### src/rtl/chain_adc_pkg.sv
package chain_adc_pkg;

  typedef enum logic [1:0] {
    ST_IDLE,
    ST_WAIT,
    ST_SHIFT,
    ST_FINISH
  } rdState_t;

  typedef struct packed {
    logic clearSr;
    logic shiftEn;
    logic latchOut;
  } dpCtl_t;

endpackage

### src/rtl/chain_adc_ctrl.sv
module chain_adc_ctrl
  import chain_adc_pkg::*;
#(
  parameter int NUM_DEV  = 2,
  parameter int SAMPLE_W = 18,
  parameter int DIV_HALF = 4,
  parameter int TIMEOUT  = 1000
) (
  input  logic   clk,
  input  logic   rstN,
  input  logic   startReq,
  input  logic   sdiRise,
  output logic   cnvStart,
  output logic   sclk,
  output logic   convErr,
  output dpCtl_t dpCtl
);

  localparam int EDGES = SAMPLE_W * NUM_DEV + 1;
  localparam int EC_W  = $clog2(EDGES + 1);
  localparam int PH_W  = $clog2(DIV_HALF + 1);
  localparam int TO_W  = $clog2(TIMEOUT + 1);
  localparam logic [EC_W-1:0] EDGE_LAST = EC_W'(EDGES);
  localparam logic [PH_W-1:0] PH_LAST   = PH_W'(DIV_HALF - 1);
  localparam logic [TO_W-1:0] TO_LAST   = TO_W'(TIMEOUT - 1);

  rdState_t        state;
  logic            cnvR;
  logic            sclkR;
  logic            errR;
  logic [PH_W-1:0] phaseCnt;
  logic [EC_W-1:0] edgeCnt;
  logic [TO_W-1:0] toCnt;
  logic            phaseDone;

  assign phaseDone = (phaseCnt == PH_LAST);

  always_ff @(posedge clk or negedge rstN) begin
    if (!rstN) begin
      state    <= ST_IDLE;
      cnvR     <= 1'b0;
      sclkR    <= 1'b1;
      errR     <= 1'b0;
      phaseCnt <= '0;
      edgeCnt  <= '0;
      toCnt    <= '0;
    end else begin
      errR <= 1'b0;
      unique case (state)
        ST_IDLE: begin
          sclkR <= 1'b1;
          if (startReq) begin
            cnvR  <= 1'b1;
            toCnt <= '0;
            state <= ST_WAIT;
          end
        end
        ST_WAIT: begin
          if (sdiRise) begin
            phaseCnt <= '0;
            edgeCnt  <= '0;
            state    <= ST_SHIFT;
          end else if (toCnt == TO_LAST) begin
            cnvR  <= 1'b0;
            errR  <= 1'b1;
            state <= ST_IDLE;
          end else begin
            toCnt <= toCnt + 1'b1;
          end
        end
        ST_SHIFT: begin
          if (phaseDone) begin
            phaseCnt <= '0;
            if (sclkR) begin
              sclkR   <= 1'b0;
              edgeCnt <= edgeCnt + 1'b1;
            end else begin
              sclkR <= 1'b1;
              if (edgeCnt == EDGE_LAST) begin
                state <= ST_FINISH;
              end
            end
          end else begin
            phaseCnt <= phaseCnt + 1'b1;
          end
        end
        ST_FINISH: begin
          cnvR  <= 1'b0;
          state <= ST_IDLE;
        end
        default: state <= ST_IDLE;
      endcase
    end
  end

  always_comb begin
    dpCtl          = '0;
    dpCtl.clearSr  = (state == ST_IDLE) && startReq;
    dpCtl.shiftEn  = (state == ST_SHIFT) && phaseDone && sclkR && (edgeCnt != '0);
    dpCtl.latchOut = (state == ST_FINISH);
  end

  assign cnvStart = cnvR;
  assign sclk     = sclkR;
  assign convErr  = errR;

endmodule

### src/rtl/chain_adc_dp.sv
module chain_adc_dp
  import chain_adc_pkg::*;
#(
  parameter int NUM_DEV  = 2,
  parameter int SAMPLE_W = 18
) (
  input  logic                        clk,
  input  logic                        rstN,
  input  logic                        sdi,
  input  dpCtl_t                      dpCtl,
  output logic                        sdiRise,
  output logic [SAMPLE_W*NUM_DEV-1:0] samples,
  output logic                        sampleValid
);

  localparam int TOT_W = SAMPLE_W * NUM_DEV;

  logic             sdiQ;
  logic [TOT_W-1:0] shiftReg;
  logic [TOT_W-1:0] samplesQ;
  logic             validQ;

  assign sdiRise = sdi && !sdiQ;

  always_ff @(posedge clk or negedge rstN) begin
    if (!rstN) begin
      sdiQ     <= 1'b1;
      shiftReg <= '0;
      samplesQ <= '0;
      validQ   <= 1'b0;
    end else begin
      sdiQ   <= sdi;
      validQ <= dpCtl.latchOut;
      if (dpCtl.clearSr) begin
        shiftReg <= '0;
      end else if (dpCtl.shiftEn) begin
        shiftReg <= {shiftReg[TOT_W-2:0], sdi};
      end
      if (dpCtl.latchOut) begin
        samplesQ <= shiftReg;
      end
    end
  end

  // Bits arrive farthest-from-host last, so device d lands in slice d-1.
  for (genvar d = 0; d < NUM_DEV; d++) begin : g_slice
    assign samples[d*SAMPLE_W +: SAMPLE_W] = samplesQ[d*SAMPLE_W +: SAMPLE_W];
  end

  assign sampleValid = validQ;

endmodule

### src/rtl/chain_adc_reader.sv
module chain_adc_reader
  import chain_adc_pkg::*;
#(
  parameter int NUM_DEV  = 2,
  parameter int SAMPLE_W = 18,
  parameter int DIV_HALF = 4,
  parameter int TIMEOUT  = 1000
) (
  input  logic                        clk,
  input  logic                        rstN,
  input  logic                        startReq,
  input  logic                        sdi,
  output logic                        cnvStart,
  output logic                        sclk,
  output logic                        headDin,
  output logic [SAMPLE_W*NUM_DEV-1:0] samples,
  output logic                        sampleValid,
  output logic                        convErr
);

  dpCtl_t dpCtl;
  logic   sdiRise;

  chain_adc_ctrl #(
    .NUM_DEV(NUM_DEV), .SAMPLE_W(SAMPLE_W), .DIV_HALF(DIV_HALF), .TIMEOUT(TIMEOUT)
  ) i_ctrl (
    .clk(clk), .rstN(rstN), .startReq(startReq), .sdiRise(sdiRise),
    .cnvStart(cnvStart), .sclk(sclk), .convErr(convErr), .dpCtl(dpCtl)
  );

  chain_adc_dp #(
    .NUM_DEV(NUM_DEV), .SAMPLE_W(SAMPLE_W)
  ) i_dp (
    .clk(clk), .rstN(rstN), .sdi(sdi), .dpCtl(dpCtl),
    .sdiRise(sdiRise), .samples(samples), .sampleValid(sampleValid)
  );

  assign headDin = 1'b0;

endmodule

### config.mk
export PLATFORM = sky130hd
export DESIGN_NAME = chain_adc_reader
export DESIGN_NICKNAME = d
export VERILOG_FILES = /design/src/rtl/chain_adc_pkg.sv /design/src/rtl/chain_adc_ctrl.sv /design/src/rtl/chain_adc_dp.sv /design/src/rtl/chain_adc_reader.sv
export SDC_FILE = /design/constraint.sdc
export NUM_CORES = 1
export LEC_CHECK = 0
export ABC_AREA = 1
export BUFFER_PORTS_ARGS = -buffer_cell sky130_fd_sc_hd__buf_2
export CORE_MARGIN = 4
export CORE_UTILIZATION = 55
export DETAILED_ROUTE_END_ITERATION = 7
export PLACE_DENSITY_LB_ADDON = 0.2
export SYNTH_ARGS = -nofsm -noshare
export SYNTH_HDL_FRONTEND = slang
export SYNTH_SLANG_ARGS = --single-unit
### constraint.sdc
create_clock -name clk -period 2.04 [get_ports clk]
set_input_delay 0.102 -clock clk [delete_from_list [all_inputs] [get_ports clk]]
set_output_delay 0.102 -clock clk [all_outputs]
set_load 0.01 [all_outputs]
# == Word-level counts from Yosys, hierarchy flattened ==
# Cells that the tools add are included.
# totals
regBits,98
input_bits,4
wordCells,79
# op_classes
addsub,3
eq_ne,16
n_mux,30
n_reduce_logical,19
# op_table
cell,n
two-way mux 36 bit,2
two-way mux 10 bit,3
one-hot mux 10 bit (2 select lines),1
two-way mux 6 bit,3
two-way mux 2 bit,6
one-hot mux 6 bit (2 select lines),1
AND reduction 4 bit,3
adder 10 x 1 -> 10 bit (second input constant),1
== test 10 bit (second input constant),1
!= test 2 x 1 -> 1 bit (second input constant),5
two-way mux 1 bit,8
!= test 2 bit (second input constant),4
one-hot mux 2 bit (4 select lines),1
nonzero test 2 bit,4
adder 6 x 1 -> 6 bit (second input constant),1
== test 6 bit (second input constant),1
two-way mux 3 bit,2
one-hot mux 3 bit (2 select lines),1
nonzero test 6 bit,1
logical AND 1 bit,5
AND reduction 5 bit,1
== test 2 bit (second input constant),2
AND reduction 2 bit,2
adder 3 x 1 -> 3 bit (second input constant),1
other kinds (8),8

# == Depth between registers and ports, before layout ==
# Gate-level depths: netlist of run 1.
# depth
depth_word,6
depth_mapped,10

# == Hierarchy ==
# From an unflattened synthesis of run 1, not the netlist that was laid out.
# hier_totals
hier_cells,509
area_unflattened_um2,4367.9
# modules_own_cells
mod,n_inst,cells_per_inst,area_each_um2
chain_adc_dp,1,312,2929.1
chain_adc_ctrl,1,195,1427.6
chain_adc_reader,1,2,11.3

# == Worst setup path after synthesis of run 1 ==
# Ideal clock, no wire load.
# synth_timing
path_kind,register -> register
startpoint,register i_ctrl.toCnt[0]
endpoint,register i_ctrl.toCnt[6]
arrival_time_ns,1.314
required_ns,1.913
path_slack_ns,0.599
stages_incl_launch_ff,11
path_buffers,1
cell_sequence,dfrtp_1 -> ha_1 -> nand2_1 -> nor2_1 -> nand3_1 -> nand2_2 -> nand2_2 -> inv_2 -> buf_6 -> nand2_1 -> o21ai_0
# synth_via
elab_chain_len,4
# synth_lines
item,line,source
start: declaration,chain_adc_ctrl.sv:33,logic [TO_W-1:0] toCnt;
start signal: assignment,chain_adc_ctrl.sv:68,toCnt <= toCnt + 1'b1;
adder 10 x 1 -> 10 bit,chain_adc_ctrl.sv:68,
two-way mux 10 bit,chain_adc_ctrl.sv:63,end else if (toCnt == TO_LAST) begin
two-way mux 10 bit,chain_adc_ctrl.sv:59,if (sdiRise) begin
one-hot mux 10 bit (2 select lines),chain_adc_ctrl.sv:49,unique case (state)
# Parallel ways exist; a longest one is shown, timed or not. The select of a mux whose other input is x is not followed.
# A chain may end at the register's enable or synchronous reset.

# == Worst setup path in the final report of run 1 ==
# layout_timing
startpoint,register i_ctrl.toCnt[0]
endpoint,register i_ctrl.toCnt[5]
# The elaborated chain is that of the path after synthesis.

==> impl_results.md, run 1 <==
- Clk_lat worst skew: around 0.36 ns
- Worst path top cell family by delay: simple AND/OR/NAND/NOR gates
- Fmax: about 600 MHz
- Core ar.: around 0.0072 sq mm
- Worst clock skew: roughly 0.0060 ns
- Power Dens Cells: 699.9 mW/mm^2
- Min Hold Slack: 0.1828 ns
- Layout cells sized above 1: between 10% and 20%
- Setup TNS Final: 0 ns
- DR vias/cell: approximately 5
- Cts bufs inserted: 9
- Root buf cell: clkbuf_8
- R2R Setup Slk: 0.37 ns
- Die height: approximately 94 microns
- Worst Path Buf+Inv: 1
- Routed WL per cell: 12.87 microns
- DRT iter0 DRCs: 149
- Peak supply drop: 0.4440 mV
- Final nets: 497
- Max Fanout on Critical Path: 16
- Die Wd: 94.09 microns
- Unique masters post-synth: 27
- Synthesized cell area: a little over 0.004 sq mm
- Final setup violating endpoints: 0
- Diode count: 0
- Final Hold Fails: 0
- Initial Util: 56.50%
- Vias in the first global route: roughly 2,800
- Resized cells post-CTS: 0
- Tmin final: between 1.5 and 2 ns
- RSZ-0062 raised after global routing: no
- Largest net degree at the start of global routing: 54
- Xor and xnor area share after synthesis: 0.4297%
- # DRC: 0
- WS Path Type: reg2reg
- Area Growth Syn to Fin: 13.23%
- Total gr overflow: 0
- Total number of vias: 3,027
- I/O pins: 45
- Worst path slowest cell: dfrtp_1
- CTS HTree Levels: 3
- Post-synthesis mux area share: 0%
- Post-Synth Simple-Gate Area: between 10% and 20%
- Seq/Total Area, Yosys: 60.22%
- Clk buf depth: 2
- Worst min path class: in2async
- Postcts setup bufs: 0
- CP cell instances: ha_1 -> nand2_1 -> nor2_1 -> nand3_1 -> nand2_2 -> nand2_2 -> inv_2 -> nand2_1 -> o21ai_0
- Max_cap viols: 0
- Antenna violations before repair: 0
- Synth warn: 0
- Fin crit share: 81.64%
- Post-synthesis cell count: 444
- Routability cong.: 0.8043
- CTS clock-pin slew for the worst setup and hold paths: 0.10 ns
- Routed Wire Length: roughly 7.6 mm
- Die area: 0.008853 sq mm
- Adder-Cell Fraction of Synth Area: 1.535%
- Clock tree from TritonCTS: yes
- CP endpoint kind: flip-flop
- Sink Count: between 90 and 100
- Std cell rows: 31
- Crit path largest cell delay: 0.44 ns
- Post-synthesis net count: roughly 450
- Post-synthesis compound-gate area fraction: 11.79%
- Status: finished clean
- Leak: 2.326 nW
- Critical Path AT: around 2.0 ns
- Tot Pwr: roughly 3.2 mW
- WP data required: 2.33 ns
- Pre-antenna DRT Iters: 4
- First-pass GRT wire length: 12.88 mm
- Syn avg cell area: 9.181 sq um
- Worst Setup Start Kind: flip-flop
- Quantity of I/O buffers inserted on ports: 43
- Main combinational cell family by area after synthesis: simple AND/OR/NAND/NOR gates
- Flops & latches, synth: 98
- GRT Util Overall: 18.44%
- DPL Wire Length: 5.014 mm
- Routed Antenna Nets: 0
- Slew Viols, Final: 0
[area by class of cell]
class,count,area (sq um)
Fill cell,622,2599
Inverter,60,225.2
Multi-Input combinational cell,268,1300
Tap cell,99,123.9
Sequential cell,98,2455
Clock inverter,6,53.80
Timing Repair Buffer,51,320.3
Clock buffer,10,137.6
[cell usage in the layout (no fill, tap or decap), types with 2 or more instances in the layout]
master and n:
clkbuf_8 10, nand3_1 36, dfrtp_1 96, o22ai_1 16, ha_1 5, inv_1 56, o21ai_1 2, buf_2 42
nand2_1 89, inv_6 4, nand4_1 6, o21bai_1 2, nor3_1 2, dfstp_2 2, nor2_1 27, buf_4 4
buf_12 3, inv_2 4, dlygate4sd3_1 2, xor2_1 2, o21ai_0 63, a21oi_1 6, nand2_2 6
[synthesized netlist by cell type, drive strengths merged]
cell    number  area, sq um
dfstp        2        52.55
conb         1        3.750
clkbuf       9        33.78
o21ai       65        325.3
or2          1        6.260
nand3       37        190.2
nor2        28        112.6
o22ai       16        100.1
xor2         2        17.52
nand3b       1        7.510
inv         60        225.2
buf          9        65.06
dfrtp       96         2402
nand2       95        369.1
nand4        6        37.54
o21bai       2        15.01
nor3         2        10.01
a21oi        6        30.03
a32o         1        10.01
ha           5        62.56
[flip-flops by register name, indices dropped and copies added (netlist names), named ones only]
name              count
i_dp.samples         36
i_dp.shiftReg        36
i_ctrl.toCnt         10
i_ctrl.edgeCnt        6
i_ctrl.phaseCnt       3
i_ctrl.cnvStart       1
i_ctrl.convErr        1
i_ctrl.sclk           1
i_ctrl.state          1
i_dp.sampleValid      1
i_dp.sdiQ             1
[power by group]
| part | internal (mW) | total (mW) | leakage [nW] | switching [mW] |
|---|---|---|---|---|
| combinational | 0.0141 | 0.0603 | 0.951 | 0.0462 |
| clock | 0.503 | 1.22 | 0.0962 | 0.713 |
| sequential | 1.95 | 1.95 | 1.28 | 0.00432 |
| total | 2.47 | 3.23 | 2.33 | 0.763 |
[timing repair]
item,in CTS,in global routing
hold buffers,2,0
setup endpoints to repair,0,0
endpoints found under the hold margin,25,0
[final timing paths]
kind,startpoint,end,cells after the start
hold reg to reg,i_ctrl.phaseCnt[0],i_ctrl.phaseCnt[0],1
setup reg to reg,i_ctrl.toCnt[0],i_ctrl.toCnt[5],9
hold / removal,rstN,i_ctrl.toCnt[5],2
min in group clk,startReq,i_ctrl.cnvStart,6
max in group asynchronous,rstN,i_dp.samples[26],3
setup / recovery,i_ctrl.toCnt[0],i_ctrl.toCnt[5],9
[cells by family (layout without fill, tap and decap cells)]
kind of cell / after synthesis / after routing
compound gates: 90 / 90
other cells: 1 / 1
fa+ha+maj: 5 / 5
buf+inv: 78 / 127
simple gates: 170 / 170
flops: 98 / 98
xor+xnor: 2 / 2
[metrics by stage]
step,worst slack (ns),cells,cell area (sq um),utilization [%]
after floorplan,0.5988,444,4076,-
after global placement,0.4656,574,4404,61.05
after detailed placement,0.4211,574,4404,61.05
after CTS,0.3854,592,4616,63.98
after global routing,0.1984,592,4616,63.98
final,0.3745,592,4616,63.98
[per-layer routing]
layer / GRT usage (%) / wire length (microns) / vias up
met5: 0 / 0 / -
met4: 7.100 / 111 / 0
li1: - / - / 1520
met2: 28.15 / 3569 / 52
met1: 26.21 / 3667 / 1445
met3: 3.526 / 271 / 10
No activity file was read; power rests on OpenSTA's default activity.
==> inputs of run 2 (changes only) <==
--- a/config.mk
+++ b/config.mk
@@ -8,7 +8,7 @@
 export ABC_AREA = 1
 export BUFFER_PORTS_ARGS = -buffer_cell sky130_fd_sc_hd__buf_2
 export CORE_MARGIN = 4
-export CORE_UTILIZATION = 55
+export CORE_UTILIZATION = 52
 export DETAILED_ROUTE_END_ITERATION = 7
 export PLACE_DENSITY_LB_ADDON = 0.2
 export SYNTH_ARGS = -nofsm -noshare
==> constraint.sdc (replaced) <==
create_clock -name clk -period 1.38 [get_ports clk]
set_input_delay 0.069 -clock clk [delete_from_list [all_inputs] [get_ports clk]]
set_output_delay 0.069 -clock clk [all_outputs]
set_load 0.01 [all_outputs]
==> run 2 against run 1 <==
The flow now finishes with violations (setup timing). Critical path depth increased by 1. Clock skew increased by 0.0089 ns. Routed wire length increased by 22%. Hold slack got worse by 0.058 ns. Sequential cell count unchanged. Via count increased by 9.6%. First-iteration DRC count increased by 24%. Sequential share of layout area decreased by 7.6 points. Clock power increased by 48%. Register-to-register slack got worse by 0.51 ns. Non-clock buffer count increased by 47. Critical path type unchanged. Largest cell class unchanged.
==> impl_results.md, run 2 (synthesis results as in run 1) <==
- WP data required: 1.66 ns
- Quantity of I/O buffers inserted on ports: 43
- Initial Util: 53.03%
- Dpl cell area: 0.004656 sq mm
- DPL Wire Length: about 5.8 mm
- R2r startpoint: i_ctrl.phaseCnt[1]
- GRT Util Overall: 20.74%
- I/O pins: between 40 and 50
- Seq pwr share: 60.2%
- Clock tree from TritonCTS: yes
- Routed Antenna Nets: 0
- Total number of vias: between 3,000 and 4,000
- Fin crit share: 110.1%
- Sw Pwr: 1.143 mW
- Slack of the critical path: -0.1387 ns
- Worst Setup Start Kind: flip-flop
- Worst min path class: in2reg
- Leak: between 2 and 3 nW
- Max_cap viols: 0
- Slew Viols, Final: 0
- Status: finished with violations
- RSZ-0062 raised after global routing: yes
- Setup TNS Final: -3.795 ns
- Max Fanout on Critical Path: 7
- Clk buf depth: 2
- Std cell rows: 32
- Routed WL per cell: between 10 and 15 microns
- Commonest non-fill, non-tap cell in the layout: dfrtp_1
- Die Wd: ~97 microns
- Antenna violations before repair: 0
- Peak supply drop: 0.6146 mV
- Power Dens Cells: 890.9 mW/mm^2
- Die area: 0.009320 sq mm
- Switch share: a little under a quarter
- Critical Path AT: 1.80 ns
- CTS HTree Levels: 3
- Sink Count: slightly below 100
- DR vias/cell: 5.160
- Diode count: 0
- Tmin final: 1.519 ns
- Clk pwr share: between 30% and 40%
- DRT iter0 DRCs: 185
- Pre-antenna DRT Iters: 5
- Comb pwr share: 2.2%
- Final Hold Fails: 0
- Vias in the first global route: around 3,200
- CTS clock-pin slew for the worst setup and hold paths: 0.10 ns
- Clk_lat worst skew: 0.36 ns
- Total gr overflow: 0
- Tot Pwr: 4.800 mW
- Worst clock skew: 0.01493 ns
- Final nets: 545
- First-pass GRT wire length: roughly 15 mm
- WS Path Type: reg2reg
- Layout filler cell count: just under 600
- Die height: between 90 and 100 microns
- R2R Setup Slk: -0.14 ns
- Area Growth Syn to Fin: 32.17%
- Layout cells sized above 1: 34.20%
- Final setup violating endpoints: 41
- Routability cong.: 0.8196
- Largest net degree at the start of global routing: 73
- Min Hold Slack: 0.1246 ns
- Routed Wire Length: approximately 9.3 mm
- Final instance area: 0.005388 sq mm
- Cts bufs inserted: 9
- Cell Count Post-Placement: 609
- # DRC: 0
- Core ar.: between 0.007 and 0.008 sq mm
- Failing checks: setup timing
- Hold Startpoint: startReq
- Crit. Startpoint: i_ctrl.phaseCnt[1]
- Cell internal pwr: 3.657 mW
- CP endpoint kind: flip-flop
- Layout Cells excl Fill: 643
- Commonest cells after routing, fill and taps aside: dfrtp_1, nand2_1, inv_1
- Fmax: about 660 MHz
- Root buf cell: clkbuf_8
run 2: cell types whose count changed in the layout (fill, tap and decap cells not counted), moves of 9 or more:
cell	change
nand3_1	-15
o22ai_1	-9
buf_4	+36
nand3_2	+13
o21ai_2	+12
o21ai_0	-20
o22ai_2	+9
run 2: cell type report:
cell class	instances	area, sq um	area share [%]
tap	102	127.6	2.369
inverter	60	230.2	4.273
clock inverter	6	57.56	1.068
multi-input combinational	268	1582	29.35
timing repair buffer	98	792.0	14.70
sequential	98	2455	45.56
clock buffer	10	137.6	2.555
timing repair inverter	1	6.256	0.1161
run 2: worst max-delay path, cell delays in order, from the launching register on:
cell	delay, ns
dfrtp_1	0.40
ha_2	0.20
inv_2	0.08
nor2_4	0.04
nand3_2	0.07
inv_2	0.05
nand2_4	0.10
nand2_8	0.08
buf_6	0.13
buf_4	0.16
o21ai_2	0.14
run 2: stage by stage:
step           utilization [%]  worst slack, ns
6_report                 70.08          -0.1387
3_3_place_gp             60.56         -0.05747
3_5_place_dp             60.56          -0.1770
5_1_grt                  70.08          -0.2030
2_1_floorplan                -         -0.04359
4_1_cts                  67.04          -0.1279
run 2: final timing paths:
path,cells after the start,endpoint
worst max-delay path,10,i_dp.shiftReg[2]
worst min-delay path,3,i_ctrl.cnvStart
worst max register to register,10,i_dp.shiftReg[2]
worst min register to register,2,i_dp.samples[16]
max in group asynchronous,3,i_dp.sdiQ
min in group asynchronous,2,i_ctrl.toCnt[5]
run 2: repair_timing:
action | 4_1_cts | 5_1_grt
pin swaps | 3 | 8
setup buffers | 6 | 5
endpoints found under the setup margin | 51 | 53
hold endpoints to repair | 29 | 0
gates cloned | 5 | 1
hold buffers | 2 | 0
gates resized for setup | 47 | 52
run 2: power groups by stage:
stage | combinational, mW | sequential [mW] | clock, mW
2_1_floorplan | 0.0159 | 2.94 | 0
3_3_place_gp | 0.0947 | 2.95 | 0
3_5_place_dp | 0.0981 | 2.95 | 0
4_1_cts | 0.104 | 2.89 | 1.86
5_1_grt | 0.122 | 2.89 | 1.98
6_report | 0.104 | 2.89 | 1.80
run 2: layer usage:
metal	track usage (%)	routed length, microns	vias to the layer above
met5	0	0	-
met2	33.51	4708	64
met4	6.776	143	0
met3	4.183	373	14
met1	28.25	4074	1609
li1	-	-	1631
==> inputs of run 3 (changes only) <==
--- a/config.mk
+++ b/config.mk
@@ -8,7 +8,8 @@
 export ABC_AREA = 1
 export BUFFER_PORTS_ARGS = -buffer_cell sky130_fd_sc_hd__buf_2
 export CORE_MARGIN = 4
-export CORE_UTILIZATION = 52
+export CORE_UTILIZATION = 54
+export CTS_BUF_LIST = sky130_fd_sc_hd__clkbuf_8
 export DETAILED_ROUTE_END_ITERATION = 7
 export PLACE_DENSITY_LB_ADDON = 0.2
 export SYNTH_ARGS = -nofsm -noshare
==> run 3 against run 2 <==
Total power fell by 1.1%. Utilization rose by 3.1 points. Maximum frequency fell by 4.4%. Cell count fell by 0.47%. Hold slack got worse by 0.028 ns. Setup slack got worse by 0.069 ns. Clock-buffer cell count did not move. Sequential power barely moved. Via count rose by 0.96%. Clock power fell by 2%. The run still ends with setup timing left. Critical path depth fell by 2.
==> impl_results.md, run 3 (synthesis results as in run 1) <==
- Core ar.: 0.007292 sq mm
- Peak supply drop: 0.5932 mV
- Commonest non-fill, non-tap cell in the layout: dfrtp_1
- Slew Viols, Final: 0
- Layout cells sized above 1: 30.87%
- Cts bufs inserted: 9
- Worst min path class: in2reg
- Total gr overflow: 0
- DPL Wire Length: 5.675 mm
- # DRC: 0
- DR vias/cell: between 5 and 6
- Initial Util: between 50% and 60%
- Max_cap viols: 0
- Crit path largest cell delay: 0.42 ns
- Diode count: 0
- Quantity of I/O buffers inserted on ports: between 40 and 50
- CP cell instances: inv_2 -> ha_4 -> nand4_1 -> nand2_4 -> nand2_8 -> buf_4 -> buf_12 -> o22ai_2
- Routed Antenna Nets: 0
- Tot Pwr: 4.748 mW
- Min Hold Slack: 0.09646 ns
- Power Dens Cells: just under 900 mW/mm^2
- RSZ-0062 raised after global routing: yes
- Setup TNS Final: -5.179 ns
- Critical Path AT: 1.86 ns
- Worst Setup Start Kind: flip-flop
- Antenna violations before repair: 0
- Final nets: 545
- CTS clock-pin slew for the worst setup and hold paths: 0.10 ns
- Clk buf depth: 2
- Root buf cell: clkbuf_8
- Layout filler cell count: around 530
- Sink Count: 98
- Final instance area: 0.005334 sq mm
- Clock tree from TritonCTS: yes
- Worst path top cell family by delay: simple AND/OR/NAND/NOR gates
- I/O pins: 45
- Final Hold Fails: 0
- Tmin final: 1.588 ns
- Std cell rows: 31
- Final setup violating endpoints: 42
- Slack of the critical path: -0.2078 ns
- Status: finished with violations
- Die Wd: 94.89 microns
- Failing checks: setup timing
- Worst path slowest cell: dfrtp_1
- Total number of vias: roughly 3,400
- Die height: 94.89 microns
- Routed WL per cell: 14.87 microns
- Dpl cell area: 0.004654 sq mm
- Area Growth Syn to Fin: 30.85%
- WS Path Type: reg2reg
- First-pass GRT wire length: 14.84 mm
- Fin crit share: 115.1%
- CP endpoint kind: flip-flop
- CTS HTree Levels: 3
- Worst Path Buf+Inv: 3
- Commonest cells after routing, fill and taps aside: dfrtp_1, nand2_1, inv_1
- GRT Util Overall: 21.05%
- Largest net degree at the start of global routing: between 50 and 60
- DRT iter0 DRCs: about 150
- Routability cong.: 0.8316
- Vias in the first global route: between 3,000 and 4,000
- Die area: between 0.009 and 0.01 sq mm
- Final Util: 73.15%
- Routed Wire Length: between 9 and 10 mm
- Worst clock skew: 0.01264 ns
- Clk_lat worst skew: 0.36 ns
- Fmax: between 600 and 700 MHz
- Pre-antenna DRT Iters: 5
- Max Fanout on Critical Path: 5
- WP data required: 1.66 ns
- Leak: 2.615 nW
run 3: changes by cell type in the layout (fill, tap and decap cells not counted), moves of 3 or more:
cell,change
o21ai_0,+3
o21ai_1,+7
o22ai_4,+4
clkinv_4,-3
nand3_1,+12
nand3_2,-10
o21ai_2,-10
o22ai_1,-6
buf_12,+4
buf_6,-3
run 3: metrics by stage:
stage / setup slack (ns) / cells
after floorplan: -0.04359 / 444
after global routing: -0.2520 / 640
after CTS: -0.09359 / 631
after detailed placement: -0.1581 / 603
final: -0.2078 / 640
after global placement: -0.03990 / 603
run 3: final cells by class:
class / instances / area, sq um / share of cell area [%]
clock buffer: 10 / 137.6 / 2.580
clock inverter: 6 / 48.80 / 0.9148
inverter: 60 / 230.2 / 4.316
multi-input combinational: 268 / 1549 / 29.04
sequential: 98 / 2455 / 46.02
tap: 99 / 123.9 / 2.322
timing repair buffer: 98 / 783.3 / 14.68
timing repair inverter: 1 / 6.256 / 0.1173
run 3: worst reg2reg max path, delay by kind of cell (launching register included):
kind / cells / cell delay (ns)
AND/OR/NAND/NOR: 3 / 0.45
flip-flops: 1 / 0.42
buffers and inverters: 3 / 0.40
adder cells (fa/ha/maj): 1 / 0.12
AO/OA/AOI/OAI: 1 / 0.11
run 3: power breakdown:
part,internal (mW),leakage (nW),total (mW),switching [mW]
clock,0.724,0.0908,1.76,1.03
sequential,2.88,1.28,2.89,0.00686
combinational,0.0294,1.25,0.103,0.0732
total,3.64,2.62,4.75,1.11
run 3: per-layer routing:
layer,routed length [microns],global-route usage (%),up-vias
met5,0,0,-
met1,4111,28.80,1635
met3,385,3.506,14
met4,142,7.212,0
li1,-,-,1618
met2,4879,34.17,83
run 3: final timing paths:
check | startpoint | cells past startpoint | end | slack [ns]
max | i_ctrl.edgeCnt[1] | 8 | i_dp.shiftReg[32] | -0.21
min | startReq | 3 | i_ctrl.cnvStart | 0.1
max reg2reg | i_ctrl.edgeCnt[1] | 8 | i_dp.shiftReg[32] | -0.21
min reg2reg | i_dp.samples[14] | 2 | i_dp.samples[14] | 0.48
max in group asynchronous | rstN | 3 | i_dp.samples[0] | 0.68
min in group asynchronous | rstN | 2 | i_ctrl.toCnt[7] | 0.17
run 3: timing repair:
item,4_1_cts,5_1_grt
pin swaps,0,6
setup buffers,6,13
hold endpoints to repair,76,0
hold buffers,2,0
gates cloned,4,0
setup endpoints to repair,51,55
gates resized for setup,45,32
